==> src/rtl/cfm_pkg.sv <==
package cfm_pkg;

    typedef enum logic {
        SRC_INT = 1'b0,
        SRC_EXT = 1'b1
    } clk_src_e;

    typedef struct packed {
        logic stuck;     // sticky failure flag
        logic ext_kill;  // external oscillator forced off
        logic fallback;  // system clock forced to internal
    } fail_state_t;

    function automatic logic src_ready(clk_src_e s, logic int_rdy, logic ext_rdy);
        return (s == SRC_EXT) ? ext_rdy : int_rdy;
    endfunction

    function automatic clk_src_e target_src(clk_src_e req, logic fallback);
        return fallback ? SRC_INT : req;
    endfunction

endpackage

==> src/rtl/cfm_edge_sync.sv <==
module cfm_edge_sync #(
    parameter int STAGES = 2
) (
    input  logic clk,
    input  logic srst,
    input  logic din,
    output logic edge_o
);
    logic [STAGES-1:0] q;
    logic              last_q;

    generate
        if (STAGES == 1) begin : g_single
            always_ff @(posedge clk) begin
                if (srst) q <= '0;
                else      q <= din;
            end
        end else begin : g_chain
            always_ff @(posedge clk) begin
                if (srst) q <= '0;
                else      q <= {q[STAGES-2:0], din};
            end
        end
    endgenerate

    always_ff @(posedge clk) begin
        if (srst) last_q <= 1'b0;
        else      last_q <= q[STAGES-1];
    end

    // any transition of the synchronized level counts as activity
    assign edge_o = q[STAGES-1] ^ last_q;
endmodule

==> src/rtl/cfm_stuck_timer.sv <==
module cfm_stuck_timer #(
    parameter int TIMEOUT = 32
) (
    input  logic clk,
    input  logic srst,
    input  logic arm,
    input  logic edge_i,
    output logic fail_o
);
    localparam int CW = $clog2(TIMEOUT + 1);
    localparam logic [CW-1:0] LAST = CW'(TIMEOUT - 1);

    logic [CW-1:0] cnt;

    // fail fires on the TIMEOUT-th consecutive cycle without an edge
    assign fail_o = arm && !edge_i && (cnt == LAST);

    always_ff @(posedge clk) begin
        if (srst || !arm || edge_i || fail_o) cnt <= '0;
        else                                  cnt <= cnt + 1'b1;
    end
endmodule

==> src/rtl/cfm_src_switch.sv <==
module cfm_src_switch
    import cfm_pkg::*;
(
    input  logic     clk,
    input  logic     srst,
    input  clk_src_e target,
    input  logic     force_int,
    input  logic     int_rdy,
    input  logic     ext_rdy,
    output clk_src_e active
);
    always_ff @(posedge clk) begin
        if (srst)
            active <= SRC_INT;
        else if (force_int)
            active <= SRC_INT;
        else if (target != active && src_ready(target, int_rdy, ext_rdy))
            active <= target;
    end
endmodule

==> src/rtl/cfm_top.sv <==
module cfm_top
    import cfm_pkg::*;
#(
    parameter int TIMEOUT     = 32,
    parameter int SYNC_STAGES = 2
) (
    input  logic clk,
    input  logic srst,
    input  logic sel_req,
    input  logic int_en_bit,
    input  logic ext_en_bit,
    input  logic mon_en,
    input  logic irq_en,
    input  logic flag_clr,
    input  logic int_rdy,
    input  logic ext_rdy,
    input  logic ext_clk_in,
    output logic int_osc_on,
    output logic ext_osc_on,
    output logic sys_src,
    output logic stuck_flag,
    output logic nmi_req,
    output logic fallback_active
);
    fail_state_t fs;
    clk_src_e    req_src, tgt_src, act_src;
    logic        ext_edge, fail_now;
    logic        ext_en_q, sel_q;
    logic        ext_en_rise, sel_rise;

    assign req_src = clk_src_e'(sel_req);
    assign tgt_src = target_src(req_src, fs.fallback);

    cfm_edge_sync #(.STAGES(SYNC_STAGES)) u_sync (
        .clk    (clk),
        .srst   (srst),
        .din    (ext_clk_in),
        .edge_o (ext_edge)
    );

    // the timer is parked while the external oscillator is held off
    cfm_stuck_timer #(.TIMEOUT(TIMEOUT)) u_timer (
        .clk    (clk),
        .srst   (srst),
        .arm    (mon_en && !fs.ext_kill),
        .edge_i (ext_edge),
        .fail_o (fail_now)
    );

    cfm_src_switch u_switch (
        .clk       (clk),
        .srst      (srst),
        .target    (tgt_src),
        .force_int (fail_now),
        .int_rdy   (int_rdy),
        .ext_rdy   (ext_rdy),
        .active    (act_src)
    );

    always_ff @(posedge clk) begin
        if (srst) begin
            ext_en_q <= 1'b0;
            sel_q    <= 1'b0;
        end else begin
            ext_en_q <= ext_en_bit;
            sel_q    <= sel_req;
        end
    end

    assign ext_en_rise = ext_en_bit && !ext_en_q;
    assign sel_rise    = sel_req && !sel_q;

    always_ff @(posedge clk) begin
        if (srst) begin
            fs <= '0;
        end else begin
            if (fail_now)      fs.stuck <= 1'b1;
            else if (flag_clr) fs.stuck <= 1'b0;

            if (fail_now)         fs.ext_kill <= 1'b1;
            else if (ext_en_rise) fs.ext_kill <= 1'b0;

            if (fail_now && act_src == SRC_EXT)          fs.fallback <= 1'b1;
            else if (fs.fallback && !fs.ext_kill && sel_rise) fs.fallback <= 1'b0;
        end
    end

    assign int_osc_on = mon_en || int_en_bit || (act_src == SRC_INT) || (tgt_src == SRC_INT);
    assign ext_osc_on = !fs.ext_kill &&
                        (ext_en_bit || (act_src == SRC_EXT) || (tgt_src == SRC_EXT));
    assign sys_src         = act_src;
    assign stuck_flag      = fs.stuck;
    assign nmi_req         = fs.stuck && irq_en;
    assign fallback_active = fs.fallback;
endmodule

==> config.mk <==
export PLATFORM = sky130hd
export DESIGN_NAME = cfm_top
export DESIGN_NICKNAME = d
export VERILOG_FILES = /design/src/rtl/cfm_pkg.sv /design/src/rtl/cfm_edge_sync.sv /design/src/rtl/cfm_stuck_timer.sv /design/src/rtl/cfm_src_switch.sv /design/src/rtl/cfm_top.sv
export SDC_FILE = /design/constraint.sdc
export NUM_CORES = 1
export LEC_CHECK = 0
export BUFFER_PORTS_ARGS = -buffer_cell sky130_fd_sc_hd__buf_2
export CORE_UTILIZATION = 37
export DETAILED_ROUTE_END_ITERATION = 7
export GPL_TIMING_DRIVEN = 0
export PLACE_DENSITY_LB_ADDON = 0.12
export SLEW_MARGIN = 20
export SYNTH_ARGS = -nofsm -noshare
export SYNTH_HDL_FRONTEND = slang
export SYNTH_SLANG_ARGS = --single-unit
export TNS_END_PERCENT = 5
==> constraint.sdc <==
create_clock -name clk -period 4.13 [get_ports clk]
set_clock_uncertainty 0.1 [all_clocks]
set_input_delay 1.239 -clock clk [delete_from_list [all_inputs] [get_ports clk]]
set_output_delay 1.239 -clock clk [all_outputs]
set_load 0.01 [all_outputs]
==> results.py <==
metrics = {
    "min_path": {
        "hold-path-endpoint": "u_sync.q[1]",
        "hp-class": "flop to flop",
        "holdPathStages": 1,
        "min_from": "u_sync.q[0]",
    },
    "drt": {
        "vias": 468,
        "first_pass_iters": 6,
        "viasPerCell": 4.73,
        "ant_nets": 0,
        "drt_wl_total_microns": 921,
        "drc": 0,
        "drt_iter0_drc": 10,
        "avgRoutedWirePerCell_microns": 9.30,
    },
    "global_routing": {
        "grt_max_degree": 11,
        "grt_overflow": 0,
        "grt_usage": 0.125,
        "grt_pass1_vias": 397,
        "antenna_found_initial": 0,
        "grt_pass1_wl_microns": 1640,
    },
    "sta": {
        "final-hold-violation-count": 0,
        "slew_headroom": 0.729,
        "fmax_mhz": 327,
        "tns_ns": 0,
        "rsz0062_at_grt": "no",
        "setup_violations": 0,
        "fin_crit_sh": 0.741,
        "final_max_slew_viol_count": 0,
        "setup_ws_ns": 1.07,
        "worst_slew_pin_slew_ns": 0.407,
        "fin_crit_ns": 3.06,
        "hold_ws_ns": 0.343,
    },
    "yosys": {
        "syn-num-nets": 77,
        "yosys_warnings": 0,
        "synth.ff_latch_count": 15,
        "synth_cell_type_count": 23,
        "synth.yosys.seq_area_share": 0.518,
        "syn_area_sq_um": 579,
        "synth_cells": 65,
        "syn_area_per_cell_sq_um": 8.91,
    },
    "worst_setup_path": {
        "reg2reg_from": "u_timer.cnt[0]",
        "worst-setup-path-type": "input pin to output port",
        "crit_top_cell": "buf_2",
        "reg2reg_to": "u_timer.cnt[4]",
        "ff2ff_path_depth": 6,
        "crit_path_max_fanout": 3,
        "critPathRequiredTime_ns": 2.79,
        "critPathLaunchType": "input pin",
        "cp_data_arrival_time_ns": 1.72,
        "cp_slowest_cell": "buf_2",
        "critical_path.top_delay_family": "buffers and inverters",
        "endpoint_kind": "output port",
        "r2r_slack_ns": 2.64,
        "path_buf_inv": 3,
        "crit_chain": "buf_2 > inv_1 > nor2_1 > nand3_1 > buf_2",
        "cp_slowest_stage_delay_ns": 0.14,
    },
    "clocking": {
        "clockBufferDepth": 2,
        "cts_resized": 0,
        "cts-root-buf": "clkbuf_4",
        "htreeDepth": 1,
        "numCtsBuffers": 3,
        "clk_pin_slew_ns": 0.09,
        "post_cts_buffers": 0,
        "ctsHoldBuffers": 0,
        "cts_tree": "done",
        "clkSinkCount": 15,
        "worstSkewPairLatency_ns": 0.27,
    },
    "finish": {
        "drive_gt1_frac": 0.250,
        "syn_to_final_growth_pct": 20.7,
        "antenna_cells": 0,
        "nets": 97,
        "post-route-util": 0.506,
    },
    "power": {
        "p_per_area_mw_per_mm2": 357,
        "combPwrFrac": 0.072,
        "leakage_nw": 0.307,
        "vdd_ir_drop_max_uv": 210,
        "seqPwrFrac": 0.602,
        "switchingPower_mw": 0.0550,
        "finalPower_mw": 0.250,
        "clockPowerShare": 0.326,
        "p_int_mw": 0.195,
        "p_sw_frac": 0.220,
    },
    "status": {
        "status": "complete, no violations",
    },
    "die": {
        "initial_core_util": 0.419,
        "io_pins": 17,
        "dieArea_sq_mm": 0.00173,
        "coreArea_sq_mm": 0.00138,
        "rows": 13,
        "die_h_microns": 41.6,
        "die_x_microns": 41.6,
    },
    "placed_design": {
        "port_buffers": 15,
        "place_hpwl_microns": 726,
        "pre_cts_ws_ns": 1.06,
        "gp_congestion": 0.717,
    },
    "run": {
        "drv_cap": 0,
    },
}
-- per-stage QoR --
stage	instance area, sq um	cells
floorplan	579	65
global placement	673	95
detailed placement	673	95
CTS	699	99
global route	699	99
finish	699	99
-- sequential cells by signal (all words and copies together) (netlist names) --
register,cells
u_sync.q,2
fs,1
stuck_flag,1
u_sync.last_q,1
fallback_active,1
ext_en_q,1
u_switch.active,1
u_timer.cnt,6
sel_q,1
-- routing by layer --
metal	wire length [microns]	vias to the layer above	GRT usage	part of all wire
met4	17	0	0.0774	0.018
met3	50	2	0.0391	0.054
met5	0	-	0	0
li1	-	251	-	-
met2	359	15	0.172	0.39
met1	493	200	0.169	0.54
-- power groups by stage --
stage               registers [mW]  logic [mW]  clock network [mW]
floorplan                    0.154      0.0105                   0
global placement             0.154      0.0181                   0
detailed placement           0.154      0.0183                   0
CTS                          0.150      0.0184              0.0850
global route                 0.151      0.0211              0.0937
finish                       0.150      0.0179              0.0813
-- kinds of logic (layout without fill, tap and decap cells) --
logic type / Yosys count / after routing / share of synthesized area
AND/OR/NAND/NOR: 32 / 32 / 0.281
buffers and inverters: 5 / 24 / 0.0345
AO/OA/AOI/OAI: 7 / 7 / 0.0691
XOR/XNOR: 5 / 5 / 0.0756
adder cells (fa/ha/maj): 1 / 1 / 0.0216
flip-flops: 15 / 15 / 0.518
-- placed cells by master, fill, tap and decap left out, types with 2 or more instances in the layout --
cell type / netlist / routed
buf_2: 1 / 16
xor2_1: 3 / 3
inv_1: 3 / 3
nand2_1: 4 / 4
xnor2_1: 2 / 2
clkbuf_1: 1 / 2
nor2_1: 13 / 13
nand3_1: 3 / 3
nand2b_1: 2 / 2
dfxtp_1: 15 / 15
clkbuf_4: 0 / 3
a21oi_1: 4 / 4
nor2b_1: 3 / 3
-- cell type report --
| type | count | area, sq um |
|---|---|---|
| Fill cell | 142 | 683 |
| Sequential cell | 15 | 300 |
| Multi-Input combinational cell | 45 | 259 |
| Timing Repair Buffer | 15 | 75.1 |
| Clock buffer | 4 | 26.3 |
| Tap cell | 15 | 18.8 |
| Inverter | 3 | 11.3 |
| Buffer | 2 | 8.76 |
-- Yosys cell counts --
library cell,count,area share
a21oi_1,4,0.035
a22oi_1,1,0.013
and2_1,1,0.011
buf_2,1,0.0086
clkbuf_1,1,0.0065
dfxtp_1,15,0.52
ha_1,1,0.022
inv_1,3,0.019
nand2_1,4,0.026
nand2b_1,2,0.022
nand2b_4,1,0.024
nand3_1,3,0.026
nand4_1,1,0.011
nor2_1,13,0.084
nor2_2,1,0.011
nor2b_1,3,0.032
nor3_1,1,0.0086
nor4_1,1,0.011
o21ai_0,1,0.0086
o31ai_1,1,0.013
or3b_1,1,0.015
xnor2_1,2,0.030
xor2_1,3,0.045
-- worst max-delay path by stage --
stage / to / slack (ns) / startpoint / depth (start not counted)
after CTS: int_osc_on / 1.06 / sel_req / 5
after floorplan: int_osc_on / 1.28 / sel_req / 3
after global routing: int_osc_on / 1.00 / sel_req / 5
final: int_osc_on / 1.07 / sel_req / 5
after global placement: int_osc_on / 1.06 / sel_req / 5
after detailed placement: int_osc_on / 1.06 / sel_req / 5
(Power assumes the default switching activity.)
